**src/rtl/adc_ctl_pkg.sv**
```systemverilog
package adc_ctl_pkg;

  typedef struct packed {
    logic ctlWr;
    logic auxWr;
    logic refCommit;
    logic chanTrack;
    logic resLatch;
    logic errSet;
    logic errClr;
  } adcStrobe_t;

  typedef enum logic [1:0] {
    ADDR_CTL = 2'd0,
    ADDR_HI  = 2'd1,
    ADDR_LO  = 2'd2,
    ADDR_AUX = 2'd3
  } adcAddr_e;

  localparam logic [1:0] REF_EXT    = 2'b00;
  localparam logic [1:0] REF_SUPPLY = 2'b01;
  localparam logic [1:0] REF_RSVD   = 2'b10;
  localparam logic [1:0] REF_INT    = 2'b11;

endpackage

```
**src/rtl/adc_ctl_ctrl.sv**
```systemverilog
module adc_ctl_ctrl
  import adc_ctl_pkg::*;
(
  input  logic       busWrEn,
  input  logic [1:0] busAddr,
  input  logic [1:0] wrRefField,
  input  logic       wrClrBit,
  input  logic       convBusy,
  input  logic       convDone,
  output adcStrobe_t stb
);

  always_comb begin
    stb.ctlWr     = busWrEn && (adcAddr_e'(busAddr) == ADDR_CTL);
    stb.auxWr     = busWrEn && (adcAddr_e'(busAddr) == ADDR_AUX);
    // reference may move when idle, or on the completion edge
    stb.refCommit = !convBusy || convDone;
    // channel is frozen for the whole conversion
    stb.chanTrack = !convBusy;
    stb.resLatch  = convDone;
    stb.errSet    = stb.ctlWr && (wrRefField == REF_RSVD);
    stb.errClr    = stb.auxWr && wrClrBit;
  end

endmodule

```
**src/rtl/adc_ctl_data.sv**
```systemverilog
module adc_ctl_data
  import adc_ctl_pkg::*;
#(
  parameter int RES_W  = 10,
  parameter int CHAN_W = 5
) (
  input  logic                clk,
  input  logic                rstN,
  input  adcStrobe_t          stb,
  input  logic [1:0]          busAddr,
  input  logic [CHAN_W+2:0]   busWrData,
  input  logic [RES_W-1:0]    convResult,
  output logic [CHAN_W+2:0]   busRdData,
  output logic [CHAN_W-1:0]   convChannel,
  output logic                refExtSel,
  output logic                refSupplySel,
  output logic                refIntEn,
  output logic                refCapEn,
  output logic                errFlag
);

  localparam int DATA_W = CHAN_W + 3;
  localparam int PACK_W = 2 * DATA_W;
  localparam int PAD_W  = PACK_W - RES_W;

  logic [1:0]        shadowRef;
  logic [1:0]        activeRef;
  logic              leftAdj;
  logic [CHAN_W-1:0] chanReg;
  logic [CHAN_W-1:0] chanActive;
  logic              capPresent;
  logic              refErr;
  logic [RES_W-1:0]  resultReg;

  logic [1:0]        nextRef;
  logic [CHAN_W-1:0] nextChan;
  logic [PACK_W-1:0] packed16;

  always_comb begin
    nextRef  = stb.ctlWr ? busWrData[DATA_W-1 -: 2] : shadowRef;
    nextChan = stb.ctlWr ? busWrData[CHAN_W-1:0]    : chanReg;
  end

  always_ff @(posedge clk or negedge rstN) begin
    if (!rstN) begin
      shadowRef  <= REF_EXT;
      activeRef  <= REF_EXT;
      leftAdj    <= 1'b0;
      chanReg    <= '0;
      chanActive <= '0;
      capPresent <= 1'b0;
      refErr     <= 1'b0;
      resultReg  <= '0;
    end else begin
      if (stb.ctlWr) begin
        shadowRef <= busWrData[DATA_W-1 -: 2];
        leftAdj   <= busWrData[CHAN_W];
        chanReg   <= busWrData[CHAN_W-1:0];
      end
      if (stb.auxWr) capPresent <= busWrData[0];
      if (stb.errSet)      refErr <= 1'b1;
      else if (stb.errClr) refErr <= 1'b0;
      if (stb.refCommit && (nextRef != REF_RSVD)) activeRef <= nextRef;
      if (stb.chanTrack) chanActive <= nextChan;
      if (stb.resLatch)  resultReg  <= convResult;
    end
  end

  // alignment is applied on the read path, so it acts at once
  always_comb begin
    if (leftAdj) packed16 = {resultReg, {PAD_W{1'b0}}};
    else         packed16 = {{PAD_W{1'b0}}, resultReg};
  end

  always_comb begin
    case (adcAddr_e'(busAddr))
      ADDR_CTL: busRdData = {shadowRef, leftAdj, chanReg};
      ADDR_HI:  busRdData = packed16[PACK_W-1:DATA_W];
      ADDR_LO:  busRdData = packed16[DATA_W-1:0];
      default:  busRdData = {{(DATA_W-2){1'b0}}, refErr, capPresent};
    endcase
  end

  always_comb begin
    refExtSel    = (activeRef == REF_EXT);
    refSupplySel = (activeRef == REF_SUPPLY);
    refIntEn     = (activeRef == REF_INT);
    refCapEn     = capPresent && (activeRef != REF_EXT);
  end

  assign convChannel = chanActive;
  assign errFlag     = refErr;

endmodule

```
**src/rtl/adc_ctl_front.sv**
```systemverilog
module adc_ctl_front
  import adc_ctl_pkg::*;
#(
  parameter int RES_W  = 10,
  parameter int CHAN_W = 5
) (
  input  logic                clk,
  input  logic                rstN,
  input  logic [1:0]          busAddr,
  input  logic                busWrEn,
  input  logic [CHAN_W+2:0]   busWrData,
  output logic [CHAN_W+2:0]   busRdData,
  input  logic                convBusy,
  input  logic                convDone,
  input  logic [RES_W-1:0]    convResult,
  output logic [CHAN_W-1:0]   convChannel,
  output logic                refExtSel,
  output logic                refSupplySel,
  output logic                refIntEn,
  output logic                refCapEn
);

  localparam int DATA_W = CHAN_W + 3;

  adcStrobe_t stb;
  logic       errFlag;

  adc_ctl_ctrl u_ctrl (
    .busWrEn    (busWrEn),
    .busAddr    (busAddr),
    .wrRefField (busWrData[DATA_W-1 -: 2]),
    .wrClrBit   (busWrData[1]),
    .convBusy   (convBusy),
    .convDone   (convDone),
    .stb        (stb)
  );

  adc_ctl_data #(.RES_W(RES_W), .CHAN_W(CHAN_W)) u_data (
    .clk          (clk),
    .rstN         (rstN),
    .stb          (stb),
    .busAddr      (busAddr),
    .busWrData    (busWrData),
    .convResult   (convResult),
    .busRdData    (busRdData),
    .convChannel  (convChannel),
    .refExtSel    (refExtSel),
    .refSupplySel (refSupplySel),
    .refIntEn     (refIntEn),
    .refCapEn     (refCapEn),
    .errFlag      (errFlag)
  );

endmodule

```
**config.mk**
```make
export PLATFORM = sky130hd
export DESIGN_NAME = adc_ctl_front
export DESIGN_NICKNAME = d
export VERILOG_FILES = /design/src/rtl/adc_ctl_pkg.sv /design/src/rtl/adc_ctl_ctrl.sv /design/src/rtl/adc_ctl_data.sv /design/src/rtl/adc_ctl_front.sv
export SDC_FILE = /design/constraint.sdc
export NUM_CORES = 1
export LEC_CHECK = 0
export BUFFER_PORTS_ARGS = -buffer_cell sky130_fd_sc_hd__buf_2
export CORE_MARGIN = 4
export CORE_UTILIZATION = 45
export CTS_CLUSTER_DIAMETER = 60
export DETAILED_ROUTE_END_ITERATION = 8
export PLACE_DENSITY = 0.72
export SYNTH_ARGS = -nofsm -noshare
export SYNTH_HDL_FRONTEND = slang
export SYNTH_HIERARCHICAL = 1
export SYNTH_SLANG_ARGS = --single-unit
```
**constraint.sdc**
```tcl
create_clock -name clk -period 2 [get_ports clk]
set_input_delay 0.4 -clock clk [delete_from_list [all_inputs] [get_ports clk]]
set_output_delay 0.4 -clock clk [all_outputs]
set_load 0.03 [all_outputs]
```
==> results.md <==
- Synthesized area per cell: 12.0 µm²
- Switching Share: between 30% and 40%
- Initial Utilization: 47.9%
- Std cell rows: 19
- Status: complete, no violations
- Port Buffers: 41
- Setup TNS: 0 ns
- Worst Skew: slightly above 0.0005 ns
- Initial antenna violation count: 0
- Fmax: 520 MHz
- DRC: 0
- Max_cap viols: 0
- CTS tree: built
- First-pass GRT wire length: ~5.0 mm
- Yosys reg bits: 27
- Critical path launch point type: flop
- Combinational fraction of design power: roughly 36%
- Final wirelength: between 2 and 3 mm
- Global Route Usage Sum: roughly 16%
- Syn Std Cell Area: approximately 1300 µm²
- Yosys warns: 6
- I/O pin count: 42
- Max-Slew Margin vs Limit: 61.4%
- Area Overhead vs Synth: 23.7%
- Hold Violations, Final: 0
- Reg2Reg Depth: 3
- Final setup fails: 0
- Reg power frac: 47.8%
- Unrepaired setup endpoints after global routing: yes
- Critical Path RT: approximately 1.6 ns
- Cells after Synth: approximately 110
- Die Footprint: around 3900 µm²
- Initial DRC count: 41
- Clk pin slew, worst setup/hold paths: between 0.1 and 0.15 ns
- Fin. max-slew vios: 0
- CTS Hold Bufs: 0
- Peak VDD IR: roughly 0.64 mV
- Worst Max-Slew Pin Slew: slightly below 0.6 ns
- Via density: 5.37
- Switch Pwr: 523 µW
- DR pass1 iterations: 4
- Clock buffer depth: 2
- Distinct cells, synth: 26
- Die Y: 62.6 µm
- CP Max Fanout: 6
- Total CTS buffers: 3
- Skew-Pair Late Insertion Delay: between 0.3 and 0.4 ns
- Hold Slack: 0.0499 ns
- Gpl congestion: roughly 0.77
- Leak pwr: between 0.7 and 0.8 nW
- Layout cells sized above 1: between 50% and 60%
- N_diodes: 0
- Worst path arrival time: 1.52 ns
- Clk pwr share: 15.9%
- Final period util: between 90% and 100%
- CTS Root Cell: clkbuf_4
- P per Cell Area: ~890 nW/µm²
- Core box area: 2810 µm²
- Vias in the first global route: between 1k and 1.5k
- Final net count: around 180
- Grt ovf: 0
- Internal Dissipation: ~960 µW
- Detail Route Antenna Nets: 0
- Post-route total power: between 1 and 1.5 mW
- Crit Path Category: reg2out
- Register area share after synthesis: between 50% and 60%
- Final Critical Period: between 1.5 and 2 ns
- DR WL/cell: roughly 15 µm
- Die width: approximately 63 µm
- Largest net degree at the start of global routing: 28
- Clk sinks: 27
- Crit end category: output pin
- Tightest Hold Check Type: in2async
- Syn_nets: roughly 140
- Via count: between 900 and 1k
- HPWL Detailed: ~2.2 mm
- H-Tree Depth: 1
[worst max-delay path: stages (launching register included)]
cell and delay (ns):
dfrtp_2 0.49, nor3b_4 0.32, nand2_1 0.14, nand3_2 0.11, buf_6 0.13
[repair_timing]
| item | CTS | global route |
|---|---|---|
| setup buffers | 3 | 1 |
| endpoints found under the setup margin | 6 | 6 |
| pin swaps | 1 | 2 |
| cloned | 0 | 0 |
| resized for setup | 2 | 22 |
[flip-flops by register name (all words and copies together) (netlist names)]
register and cells:
u_data/activeRef 2, u_data/capPresent 1, u_data/chanReg 5, u_data/convChannel 5, u_data/errFlag 1, u_data/leftAdj 1
u_data/resultReg 10, u_data/shadowRef 2
[worst paths after layout]
check / from / end / slack, ns
setup / recovery: u_data/leftAdj / busRdData[0] / 0.08
hold / removal: rstN / u_data/resultReg[6] / 0.05
setup reg to reg: u_data/shadowRef[1] / u_data/activeRef[0] / 0.79
min in group clk: convResult[0] / u_data/resultReg[0] / 0.30
hold reg to reg: u_data/errFlag / u_data/errFlag / 0.51
max in group asynchronous: rstN / u_data/leftAdj / 1.55
[power groups by stage]
stage	Combinational [mW]	Clock, mW	Sequential, mW
after global placement	0.474	0	0.716
final	0.537	0.235	0.706
after floorplan	0.314	0	0.742
after global routing	0.579	0.265	0.722
after detailed placement	0.485	0	0.722
after CTS	0.511	0.243	0.707
[metal layers]
layer,routed length (µm),GRT usage [%]
met2,1480,27.2
met1,1150,18.9
met4,19,3.31
met3,206,5.76
met5,0,0
[cell usage in the layout, fill, tap and decap left out]
cell	instances
and2_1	3
nor3b_2	1
and3_2	1
nor3b_1	2
dfrtp_1	26
a21o_1	2
a31oi_1	7
buf_2	34
mux2_4	2
dfrtp_2	1
buf_4	9
nand2_1	5
a32o_2	1
clkbuf_4	3
mux2_2	24
nor2_1	1
o21ai_2	2
nand2b_1	3
inv_1	4
o21ai_1	1
mux2i_1	2
nand3_1	3
buf_6	3
or2_1	1
nor3b_4	1
o22ai_1	2
clkinvlp_4	1
nor2b_1	7
o21a_1	1
nand3_2	1
and3b_1	1
[stage by stage]
| stage | instance area (µm²) | setup slack [ns] | std cells | util, % |
|---|---|---|---|---|
| 3_3_place_gp | 1560 | 0.197 | 179 | 55.6 |
| 6_report | 1660 | 0.0763 | 186 | 59.3 |
| 5_1_grt | 1660 | -0.0283 | 186 | 59.3 |
| 4_1_cts | 1620 | 0.00799 | 186 | 57.8 |
| 2_1_floorplan | 1340 | 0.0723 | 112 | - |
| 3_5_place_dp | 1560 | 0.131 | 179 | 55.6 |
[layout make-up]
type | instances | area [µm²]
Clock inverter | 1 | 7.51
Multi-Input combinational cell | 74 | 631
Tap cell | 31 | 38.8
Timing Repair Buffer | 46 | 272
Fill cell | 243 | 1140
Sequential cell | 27 | 677
Clock buffer | 3 | 22.5
Inverter | 4 | 15.0
[synthesized netlist by cell type, drive strengths merged]
library cell | instances | area [µm²]
nand3 | 4 | 20.0
a32o | 1 | 10.0
a21o | 2 | 15.0
nand2 | 5 | 18.8
mux2i | 2 | 20.0
nand2b | 3 | 18.8
o22ai | 2 | 12.5
clkbuf | 1 | 3.75
buf | 6 | 38.8
nor2 | 1 | 3.75
nor3b | 4 | 40.0
inv | 4 | 15.0
and3 | 1 | 7.51
nor2b | 7 | 43.8
or2 | 1 | 6.26
and3b | 1 | 8.76
o21a | 1 | 7.51
a31oi | 7 | 43.8
o21ai | 3 | 15.0
and2 | 3 | 18.8
mux2 | 26 | 300
dfrtp | 27 | 676
[logic make-up (layout without fill, tap and decap cells)]
kind of cell,after synthesis,in the layout,synth area share [%]
AO/OA/AOI/OAI,16,16,7.73
AND/OR/NAND/NOR,30,30,13.9
buffers and inverters,11,54,4.28
flip-flops,27,27,50.3
multiplexers,28,28,23.8
No activity file was read; power rests on OpenSTA's default activity.
